[config.mk]
export PLATFORM = sky130hd
export DESIGN_NAME = setm_matcher
export DESIGN_NICKNAME = d
export VERILOG_FILES = /design/src/rtl/setm_pkg.sv /design/src/rtl/setm_slot.sv /design/src/rtl/setm_result.sv /design/src/rtl/setm_matcher.sv
export SDC_FILE = /design/constraint.sdc
export NUM_CORES = 1
export LEC_CHECK = 0
export ABC_AREA = 1
export CAP_MARGIN = 20
export CORE_MARGIN = 4
export CORE_UTILIZATION = 53
export CTS_CLUSTER_DIAMETER = 120
export CTS_CLUSTER_SIZE = 16
export DETAILED_ROUTE_END_ITERATION = 7
export PLACE_DENSITY_LB_ADDON = 0.05
export RECOVER_POWER = 25
export SYNTH_ARGS = -nofsm -noshare
export SYNTH_HDL_FRONTEND = slang
export SYNTH_SLANG_ARGS = --single-unit
export TNS_END_PERCENT = 1
[constraint.sdc]
create_clock -name clk -period 5.8 [get_ports clk]
set_input_delay 1.16 -clock clk [delete_from_list [all_inputs] [get_ports clk]]
set_output_delay 1.16 -clock clk [all_outputs]
set_load 0.005 [all_outputs]
[src/rtl/setm_pkg.sv]
package setm_pkg;

    typedef enum logic {
        KIND_SINGLE   = 1'b0,
        KIND_INTERVAL = 1'b1
    } slot_kind_e;

    function automatic int unsigned idx_width(input int unsigned n);
        return (n > 1) ? $clog2(n) : 1;
    endfunction

endpackage

[src/rtl/setm_slot.sv]
module setm_slot
    import setm_pkg::*;
#(
    parameter int unsigned WIDTH = 16
) (
    input  logic             clk,
    input  logic             rst,
    input  logic             load,
    input  logic             load_kind,
    input  logic             load_enable,
    input  logic [WIDTH-1:0] load_lo,
    input  logic [WIDTH-1:0] load_hi,
    input  logic [WIDTH-1:0] probe,
    output logic             hit
);

    typedef struct packed {
        logic             enabled;
        slot_kind_e       kind;
        logic [WIDTH-1:0] lo;
        logic [WIDTH-1:0] hi;
    } slot_t;

    slot_t state_q;

    always_ff @(posedge clk) begin
        if (rst) begin
            state_q <= '0;
        end else if (load) begin
            state_q.enabled <= load_enable;
            state_q.kind    <= slot_kind_e'(load_kind);
            state_q.lo      <= load_lo;
            state_q.hi      <= load_hi;
        end
    end

    logic eq_lo;
    logic ge_lo;
    logic le_hi;

    always_comb begin
        eq_lo = (probe == state_q.lo);
        ge_lo = (probe >= state_q.lo);
        le_hi = (probe <= state_q.hi);
        hit   = 1'b0;
        if (state_q.enabled) begin
            case (state_q.kind)
                KIND_SINGLE:   hit = eq_lo;
                KIND_INTERVAL: hit = ge_lo && le_hi;
                default:       hit = 1'b0;
            endcase
        end
    end

endmodule

[src/rtl/setm_result.sv]
module setm_result #(
    parameter int unsigned ENTRIES = 8
) (
    input  logic               clk,
    input  logic               rst,
    input  logic               take,
    input  logic [ENTRIES-1:0] hits_now,
    output logic               res_valid,
    output logic               res_inside,
    output logic               res_outside,
    output logic [ENTRIES-1:0] res_hits
);

    always_ff @(posedge clk) begin
        if (rst) begin
            res_valid   <= 1'b0;
            res_inside  <= 1'b0;
            res_outside <= 1'b1;
            res_hits    <= '0;
        end else begin
            res_valid <= take;
            if (take) begin
                res_hits    <= hits_now;
                res_inside  <= |hits_now;
                res_outside <= ~(|hits_now);
            end
        end
    end

endmodule

[src/rtl/setm_matcher.sv]
module setm_matcher
    import setm_pkg::*;
#(
    parameter int unsigned WIDTH   = 16,
    parameter int unsigned ENTRIES = 8,
    localparam int unsigned IDXW   = idx_width(ENTRIES)
) (
    input  logic               clk,
    input  logic               rst,
    input  logic               wr_valid,
    input  logic [IDXW-1:0]    wr_index,
    input  logic               wr_kind,
    input  logic               wr_enable,
    input  logic [WIDTH-1:0]   wr_lo,
    input  logic [WIDTH-1:0]   wr_hi,
    input  logic               q_valid,
    input  logic [WIDTH-1:0]   q_data,
    output logic               res_valid,
    output logic               res_inside,
    output logic               res_outside,
    output logic [ENTRIES-1:0] res_hits
);

    logic [ENTRIES-1:0] hits_now;

    for (genvar g = 0; g < ENTRIES; g++) begin : g_slot
        logic sel;
        assign sel = wr_valid && (wr_index == IDXW'(g));
        setm_slot #(.WIDTH(WIDTH)) u_slot (
            .clk         (clk),
            .rst         (rst),
            .load        (sel),
            .load_kind   (wr_kind),
            .load_enable (wr_enable),
            .load_lo     (wr_lo),
            .load_hi     (wr_hi),
            .probe       (q_data),
            .hit         (hits_now[g])
        );
    end

    setm_result #(.ENTRIES(ENTRIES)) u_result (
        .clk         (clk),
        .rst         (rst),
        .take        (q_valid),
        .hits_now    (hits_now),
        .res_valid   (res_valid),
        .res_inside  (res_inside),
        .res_outside (res_outside),
        .res_hits    (res_hits)
    );

endmodule

* Yosys cells after proc, flatten, opt, wreduce, memory -nomap -nowiden
Index checks and enable logic that the tools add are counted. Widths: inputs -> output; s select.
Word-level totals: bits in registers 283, output and inout port bits 11, input bits 57, word-level logic and storage cells 110
Operators by class: eq/ne operators 15, reductions and logical operators 18, multiplexer cells 16, order comparisons 16, bitwise gates (word level) 9
Operators by type and width (number):
- $eq 16x16->1 | 8
- $ge 16x16->1 | 8
- $le 16x16->1 | 8
- $logic_and 1x1->1 | 16
- $pmux 1 s2 | 8
- $eq 3x3->1 const B | 4
- $not 1->1 | 9
- $mux 1 | 8
- $reduce_or 8->1 | 1
- $eq 3x2->1 const B | 2
- $eq 3x1->1 const B | 1
- $logic_not 3->1 | 1

* Depth between registers and ports, before layout
Gate-level depths: netlist of run 1.
depth in word-level cells 6, gate-level depth with buffers 19, depth with buffers taken out 19

* Modules after synthesis
A second synthesis of run 1 with hierarchy kept.
Unflattened totals: cells, all modules 2145, area total of the unflattened synthesis 17420.5 um2
By module, submodules not included:
- setm_slot | cells each 260, sequential area each 680.7 um2, area an instance 2120.8 um2, times used 8
- setm_result | cells each 48, sequential area each 220.2 um2, area an instance 390.4 um2, times used 1
- setm_matcher | cells each 17, sequential area each 0.0 um2, area an instance 63.8 um2, times used 1

* Worst setup path after synthesis of run 1
OpenSTA, ideal clock, no wires.
path type input to register, start point in q_data[0], end point reg u_result.res_inside, buffers on the path 0, arrival 2.531 ns, setup time 0.114 ns, stages 19, required time 5.686 ns, setup slack 3.155 ns, cell sequence inv_1 -> ha_1 -> inv_1 -> nand2_1 -> nand2_1 -> nand2_1 -> nand2_1 -> nand2_1 -> nand2_1 -> nand2_1 -> nand2_1 -> nand2_1 -> nand2_1 -> nand2_1 -> nand2_1 -> nor2_1 -> nand2_1 -> nand2_1 -> a21oi_2
Between the ends: word-level cells in the longest chain between the ends 5, elaborated cells between the ends (all ways) 49, classes of those cells order compare: 16; eq/ne: 8; mux: 16; reduce/logical: 9
RTL lines:
- start: declaration | line setm_matcher.sv:17 | input logic [WIDTH-1:0] q_data,
- $ge 16x16->1 or $le 16x16->1 (tied branches) | line setm_slot.sv:43, setm_slot.sv:44
- $logic_and 1x1->1 | line setm_slot.sv:49 | KIND_INTERVAL: hit = ge_lo && le_hi;
- $pmux 1 s2 | line setm_slot.sv:47 | case (state_q.kind)
- $mux 1 | line setm_slot.sv:46 | if (state_q.enabled) begin
- $reduce_or 8->1 (*) | line setm_result.sv:24 | res_inside <= |hits_now;
- end signal: assignment | line setm_result.sv:24
- end: declaration | line setm_result.sv:9 | output logic res_inside,
Every way passes the cells marked *; elsewhere a longest branch is shown, timed or not. A chain may end at the register's enable or synchronous reset.

* Final worst setup path of run 1
start point in q_data[7], end point reg u_result.res_inside
Same word-level chain as after synthesis.

==> results.md, run 1 <==
| Quantity | Value | Unit |
|:---|:---|:---|
| Most area-consuming cells after synthesis | sky130_fd_sc_hd__dfxtp_1 36%, sky130_fd_sc_hd__ha_1 20%, sky130_fd_sc_hd__a21oi_1 12% | - |
| Buffer type at the clock tree root | sky130_fd_sc_hd__clkbuf_16 | - |
| Total Die Area | 32900 | um2 |
| WL final | 45500 | um |
| Placement Rows | 63 | - |
| Global-route wire length before repair | 71100 | um |
| Clock tree from TritonCTS | yes | - |
| Number of hold buffers added after CTS | 0 | - |
| Placed wire-length estimate | 32300 | um |
| Number of buffers inserted by port buffering | 67 | - |
| Ratio of final minimum period to clock period | 0.665 | - |
| Die X-Extent | 181 | um |
| Arrival time at the worst endpoint | 4.32 | ns |
| Max Clock Freq | 259 | MHz |
| Maximum single-stage delay on the critical path | 1.05 | ns |
| Cell accounting for the most synthesized area | sky130_fd_sc_hd__dfxtp_1 | - |
| Result of the run | finished, final reports clean | - |
| Die Y-Extent | 181 | um |
| H-tree lvl count | 1 | - |
| Sequential fraction of the synthesis area | 0.356 | - |
| Clock skew | 0.00834 | ns |
| Normalized max-slew margin | 0.200 | - |
| Number of detailed-routing iterations run before antenna repair | 5 | - |
| Share of cells above drive strength 1 | 0.0244 | - |
| Series of cell instances along the critical path | clkdlybuf4s50_1, ha_1, nand2_1, nor2_1, nand2_1, nand2_1, nand2_1, nand2_1, nand2_1, nand2_1, nand2_1, nand2_1, nor2_1, nand2_1, nand2_1, a21oi_2 | - |
| Std-Cell Core Area | 29600 | um2 |
| Maximum clock path buffer count | 3 | - |
| Setup Buffers After CTS | 0 | - |
| Critical Path Fanout Max | 16 | - |
| Number of flip-flops and latches in the synthesized netlist | 283 | - |
| Global route total overflow | 0 | - |
| Growth of design area from synthesis to finish | 9.31 | % |
| Global-route usage over all layers | 0.272 | - |
| DP Worst Slack | 1.45 | ns |
| Summed instance area of the synthesized netlist | 15900 | um2 |
| Cell count after placement | 2498 | - |
| Antenna violations before repair | 4 | - |
| Unrepaired setup endpoints after global routing | no | - |
| Total number of nets in the final design | 2447 | - |
| DR vias | 13800 | - |
| Share of synthesized cell area in and, or, nand and nor gates | 0.111 | - |
| Number of global-route vias before repair | 12600 | - |
| Total count of max-transition violations in the final report | 0 | - |
| Synthesized-area fraction occupied by xor and xnor cells | 0 | - |
| Compound-Gate Fraction of Synth Area | 0.231 | - |
| Remaining number of nets flagged by the antenna check after routing | 0 | - |
| Post-route DRC violation count | 0 | - |
| Share of the core filled with cells in the final layout | 0.587 | - |
| Power density over the cells | 234 | nW/um2 |
| Data required time at the worst endpoint | 6.26 | ns |
| Total number of yosys warnings | 0 | - |
| Count of boundary I/O pins | 68 | - |
| Most prevalent standard cell on the critical path | sky130_fd_sc_hd__nand2_1 | - |
| Worst-skew pair later-pin latency | 0.52 | ns |
| Via density per instance | 5.45 | - |
| Crit path launch type | primary input | - |
| Total chip power | 4.08 | mW |
| Synthesized instance count | 2119 | - |
| Smallest setup slack after layout | 1.94 | ns |
| Clock-pin slew reported for the worst setup and hold paths after clock tree synthesis | 0.07 | ns |
| Post-Layout Cell Count | 2525 | - |
| Worst hold slack | 0.458 | ns |
| Post-synthesis area per instance | 7.51 | um2 |
| Maximum number of pins on one net before global-route repair | 171 | - |
| Total cell area at the placement stage | 16800 | um2 |
| Combinational family with the most area after synthesis | compound AO/OA/AOI/OAI gates | - |
| Worst ir drop on vdd | 0.198 | mV |
| Hold Fails Final Rpt | 0 | - |
| Count of unique library cells instantiated by Yosys | 26 | - |
| Number of design-rule violations left by the first detailed-router iteration | 971 | - |
| Post-route standard cell area excluding fillers | 17400 | um2 |
| Routed wirelength normalized by instance count | 18.0 | um |
| Starting density of the core | 0.537 | - |
| Post-layout minimum cycle time | 3.86 | ns |
| Area of the multi-input gates | 8640 | um2 |
| Number of maximum-capacitance violations | 0 | - |
| Post-Syn Nets | 2432 | - |
| Post-cts repair resize count | 0 | - |
| Portion of synthesized cell area occupied by the leading cell type | 0.356 | - |
| Number of buffers added by the clock tree synthesis step | 21 | - |
| Count of fill cells added during filler insertion | 2823 | - |
| Sum Neg Setup Slack | 0 | ns |
| Number of clock sinks seen by CTS | 283 | - |
| Commonest cells after routing, fill and taps aside | 368 x sky130_fd_sc_hd__a21oi_1, 319 x sky130_fd_sc_hd__inv_1, 299 x sky130_fd_sc_hd__o21ai_0, 283 x sky130_fd_sc_hd__dfxtp_1, 273 x sky130_fd_sc_hd__nand2_1 | - |
| Transition time at the pin with the least slew margin | 1.20 | ns |
| Adder and majority gate portion of the synthesized area | 0.201 | - |
| Cell leakage power | 7.27 | nW |
| Worst min-delay path class | flop to flop | - |
| Most frequent standard cell in the layout excluding fill and tap cells | sky130_fd_sc_hd__a21oi_1 | - |
| Element type at the critical path end | flop | - |
| Routability Congestion | 0.897 | - |
| Area taken by flip-flops and latches | 5670 | um2 |
| Multiplexer fraction of the synthesized cell area | 0 | - |
| CP max stage cell | sky130_fd_sc_hd__clkdlybuf4s50_1 | - |
| Crit Path Category | primary input to flop | - |
| Number of setup violations in the final report | 0 | - |
[report_power, final]
| part | internal [mW] | total [mW] | switching (mW) |
|---|---|---|---|
| Sequential | 2.01 | 2.04 | 0.0236 |
| Clock | 0.648 | 1.36 | 0.708 |
| Combinational | 0.252 | 0.686 | 0.434 |
[Yosys cell counts]
cell type,count
sky130_fd_sc_hd__a21oi_1,368
sky130_fd_sc_hd__inv_1,325
sky130_fd_sc_hd__o21ai_0,298
sky130_fd_sc_hd__dfxtp_1,283
sky130_fd_sc_hd__nand2_1,273
sky130_fd_sc_hd__ha_1,256
sky130_fd_sc_hd__nor2_1,135
sky130_fd_sc_hd__clkbuf_1,69
sky130_fd_sc_hd__nand3_1,19
sky130_fd_sc_hd__o21a_1,18
sky130_fd_sc_hd__buf_2,17
sky130_fd_sc_hd__nand4_1,15
sky130_fd_sc_hd__o21ai_1,12
sky130_fd_sc_hd__o21bai_1,9
sky130_fd_sc_hd__a21o_1,4
sky130_fd_sc_hd__inv_2,4
sky130_fd_sc_hd__a21boi_1,3
sky130_fd_sc_hd__a21oi_2,2
sky130_fd_sc_hd__nor3_1,2
sky130_fd_sc_hd__a21boi_0,1
sky130_fd_sc_hd__buf_1,1
sky130_fd_sc_hd__buf_4,1
sky130_fd_sc_hd__clkbuf_8,1
sky130_fd_sc_hd__nand2_2,1
sky130_fd_sc_hd__nor2_2,1
sky130_fd_sc_hd__nor4_4,1
[path summary, 6_finish.rpt]
kind | slack, ns | startpoint | end | cells past startpoint
setup reg to reg | 3.46 | g_slot[6].u_slot.state_q[15] | u_result.res_inside | 13
hold reg to reg | 0.46 | g_slot[0].u_slot.state_q[29] | g_slot[0].u_slot.state_q[29] | 2
hold / removal | 0.46 | g_slot[0].u_slot.state_q[29] | g_slot[0].u_slot.state_q[29] | 2
setup / recovery | 1.94 | q_data[7] | u_result.res_inside | 16
[per-layer routing]
| metal | wire (um) | up-vias | GRT usage |
|---|---|---|---|
| met5 | 34 | - | 0 |
| met4 | 1590 | 6 | 0.0904 |
| met3 | 2930 | 82 | 0.0487 |
| met2 | 20200 | 307 | 0.429 |
| met1 | 20800 | 6322 | 0.377 |
| li1 | - | 7034 | - |
[state kept, by name, summed over array words and instances (netlist names)]
name,flops
g_slot.u_slot.state_q,272
u_result.res_hits,8
u_result.res_inside,1
u_result.res_outside,1
u_result.res_valid,1
[cells by family (layout without fill, tap and decap cells)]
group | after synthesis | count (layout)
flops | 283 | 283
other cells | 0 | 1
buf+inv | 418 | 433
compound gates | 715 | 715
fa+ha+maj | 256 | 256
simple gates | 447 | 447
[worst max-delay path: cells and delay by family]
| kind | cells | cell delay, ns |
|---|---|---|
| AO/OA/AOI/OAI | 1 | 0.13 |
| adder cells (fa/ha/maj) | 1 | 0.64 |
| buffers and inverters | 1 | 1.05 |
| AND/OR/NAND/NOR | 13 | 1.33 |
[cell type report]
type / instances / share of cell area
inverter: 329 / 0.0713
antenna: 1 / 0.000144
timing repair buffer: 81 / 0.0468
sequential: 283 / 0.326
clock buffer: 21 / 0.0302
clock inverter: 2 / 0.000935
tap: 390 / 0.0281
multi-input combinational: 1418 / 0.497
Power figures use the tool's default switching activity.
==> run 2: changes to the inputs <==
==> constraint.sdc (replaced) <==
create_clock -name clk -period 3.3 [get_ports clk]
set_input_delay 0.66 -clock clk [delete_from_list [all_inputs] [get_ports clk]]
set_output_delay 0.66 -clock clk [all_outputs]
set_load 0.005 [all_outputs]
==> run 2 against run 1 <==
  * Non-clock buffer count up 31
  * Worst setup slack worse by 1.6 ns
  * Die area unchanged
  * Final cell count up 1.2%
  * Clock skew up 0.011 ns
  * Global-route usage up 0.57 points
  * Sequential share of layout area down 0.69 points
  * Clock-buffer cell count unchanged
  * Routed wire length up 2.3%
  * Highest routed layer unchanged
==> results.md, run 2 (synthesis gave the netlist of run 1 again) <==
| Quantity | Value | Unit | Delta |
|:---|:---|:---|:---|
| Result of the run | finished, final reports clean | - |  |
| Min-Delay Path Depth | 2 | - | unchanged |
| Register-to-Register Path Depth | 13 | - | unchanged |
| Crit Path Category | primary input to flop | - |  |
| Max Clock Freq | 341 | MHz |  |
| Crit Reg-Reg Startpoint | g_slot[5].u_slot.state_q[7] | - |  |
| Clock-pin slew reported for the worst setup and hold paths after clock tree synthesis | 0.07 | ns | about the same |
| Power density over the cells | 404 | nW/um2 | +72% |
| Number of buffers added by the clock tree synthesis step | 21 | - | unchanged |
| Placement Rows | 63 | - | unchanged |
| Global-route usage over all layers | 0.277 | - | +0.00575 |
| Ratio of final minimum period to clock period | 0.888 | - |  |
| Via density per instance | 5.44 | - | -0.16% |
| Placed wire-length estimate | 33600 | um | +3.8% |
| Worst min-delay path class | flop to flop | - |  |
| Growth of design area from synthesis to finish | 11.7 | % |  |
| Unrepaired setup endpoints after global routing | no | - |  |
| Starting density of the core | 0.537 | - | unchanged |
| Flop-to-flop setup slack | 1.01 | ns | -2.45 ns |
| Worst hold slack | 0.456 | ns | -0.00164 ns |
| Worst-skew pair later-pin latency | 0.52 | ns | about the same |
| Count of boundary I/O pins | 68 | - | unchanged |
| Number of design-rule violations left by the first detailed-router iteration | 899 | - | -7.4% |
| Maximum number of pins on one net before global-route repair | 67 | - | -61% |
| Total Die Area | 32900 | um2 | unchanged |
| Critical Path Fanout Max | 60 | - | +44 |
| Routed wirelength normalized by instance count | 18.2 | um | +1.1% |
| Most frequent standard cell in the layout excluding fill and tap cells | sky130_fd_sc_hd__a21oi_1 | - |  |
| Number of setup violations in the final report | 0 | - | unchanged |
| Post-cts repair resize count | 0 | - | unchanged |
| Number of global-route vias before repair | 12900 | - | +1.8% |
| Hold Fails Final Rpt | 0 | - | unchanged |
| Worst ir drop on vdd | 0.314 | mV | +59% |
| Critical hold path startpoint | g_slot[3].u_slot.state_q[21] | - |  |
| Routability Congestion | 0.888 | - | -1.1% |
| WL final | 46500 | um | +2.3% |
| Total chip power | 7.18 | mW | +76% |
| Max reg flops | 272 | - | unchanged |
| Sink of the worst hold path | g_slot[3].u_slot.state_q[21] | - |  |
| H-tree lvl count | 1 | - | unchanged |
| Largest registers | g_slot.u_slot.state_q x272, u_result.res_hits x8 | - |  |
| Global route total overflow | 0 | - | unchanged |
| Element type at the critical path end | flop | - |  |
| Share of cells above drive strength 1 | 0.0360 | - | +0.0117 |
| Setup Buffers After CTS | 0 | - | unchanged |
| Register with the highest flop count | g_slot.u_slot.state_q | - |  |
| Post-route DRC violation count | 0 | - | unchanged |
| Buffer type at the clock tree root | sky130_fd_sc_hd__clkbuf_16 | - |  |
| Normalized max-slew margin | 0.201 | - | +0.00159 |
| Total number of nets in the final design | 2478 | - | +1.3% |
| Number of clock sinks seen by CTS | 283 | - | unchanged |
| Clock tree from TritonCTS | yes | - |  |
| Die X-Extent | 181 | um | unchanged |
| Remaining number of nets flagged by the antenna check after routing | 0 | - | unchanged |
| DR vias | 13900 | - | +1.0% |
| Clock skew | 0.0196 | ns | +0.0112 ns |
| Antenna violations before repair | 3 | - | -1 |
| Crit path launch type | primary input | - |  |
| Number of maximum-capacitance violations | 0 | - | unchanged |
| Cell leakage power | 7.46 | nW | +2.5% |
| Data required time at the worst endpoint | 3.70 | ns | -2.56 ns |
| Transition time at the pin with the least slew margin | 1.20 | ns | +0.00136 ns |
| Endpoint of the most critical register-to-register path | u_result.res_inside | - |  |
| Number of buffers inserted by port buffering | 67 | - | unchanged |
| Maximum clock path buffer count | 3 | - | unchanged |
| Commonest cells after routing, fill and taps aside | 368 x sky130_fd_sc_hd__a21oi_1, 321 x sky130_fd_sc_hd__inv_1, 300 x sky130_fd_sc_hd__o21ai_0, 283 x sky130_fd_sc_hd__dfxtp_1, 273 x sky130_fd_sc_hd__nand2_1 | - |  |
| Total count of max-transition violations in the final report | 0 | - | unchanged |
| Number of detailed-routing iterations run before antenna repair | 5 | - | unchanged |
| Std-Cell Core Area | 29600 | um2 | unchanged |
| Arrival time at the worst endpoint | 3.33 | ns | -0.99 ns |
| Global-route wire length before repair | 72800 | um | +2.4% |
| Number of hold buffers added after CTS | 0 | - | unchanged |
| Die Y-Extent | 181 | um | unchanged |
| Post-layout minimum cycle time | 2.93 | ns |  |
| Share of the core filled with cells in the final layout | 0.600 | - | +0.0127 |
[run 2: worst max-delay path, stage by stage]
cell,delay (ns)
sky130_fd_sc_hd__dlygate4sd3_1,0.70
sky130_fd_sc_hd__clkinvlp_4,0.92
sky130_fd_sc_hd__clkbuf_4,0.72
sky130_fd_sc_hd__o21ai_0,0.23
sky130_fd_sc_hd__nor2_1,0.07
[run 2: layer usage]
metal,part of all wire,GRT usage
met5,0.00047,0
met4,0.026,0.0636
met3,0.054,0.0328
met2,0.45,0.451
met1,0.47,0.396
[run 2: power by group]
part | internal (mW) | leakage, nW | switching [mW]
Clock | 1.13 | 0.259 | 1.20
Sequential | 3.54 | 2.30 | 0.0406
Combinational | 0.485 | 4.90 | 0.785
[run 2: worst max-delay path by stage]
stage                          start                            to  slack [ns]  cells past startpoint
final                            rst  g_slot[2].u_slot.state_q[16]        0.37                      5
after global placement    q_data[14]           u_result.res_inside       -0.07                     14
after global routing             rst  g_slot[2].u_slot.state_q[27]        0.16                      5
after CTS                 q_data[14]           u_result.res_inside        0.45                     14
after floorplan            q_data[0]           u_result.res_inside        1.16                     19
after detailed placement  q_data[14]           u_result.res_inside       -0.10                     14
[run 2: cell type report]
cell class,count,area (um2)
Clock buffer,21,526
Clock inverter,1,7.51
Timing Repair Buffer,112,1200
Fill cell,2821,11900
Inverter,329,1240
Sequential cell,283,5670
Tap cell,390,488
Antenna cell,1,2.50
Multi-Input combinational cell,1418,8640
[run 2: through the flow]
stage               TNS (ns)  cell area (um2)  worst slack, ns  cells
global placement     -0.0996            17200          -0.0660   2530
detailed placement    -0.168            17200           -0.100   2530
global route               0            17800            0.157   2555
floorplan                  0            15900             1.16   2119
finish                     0            17800            0.369   2555
CTS                        0            17800            0.449   2552
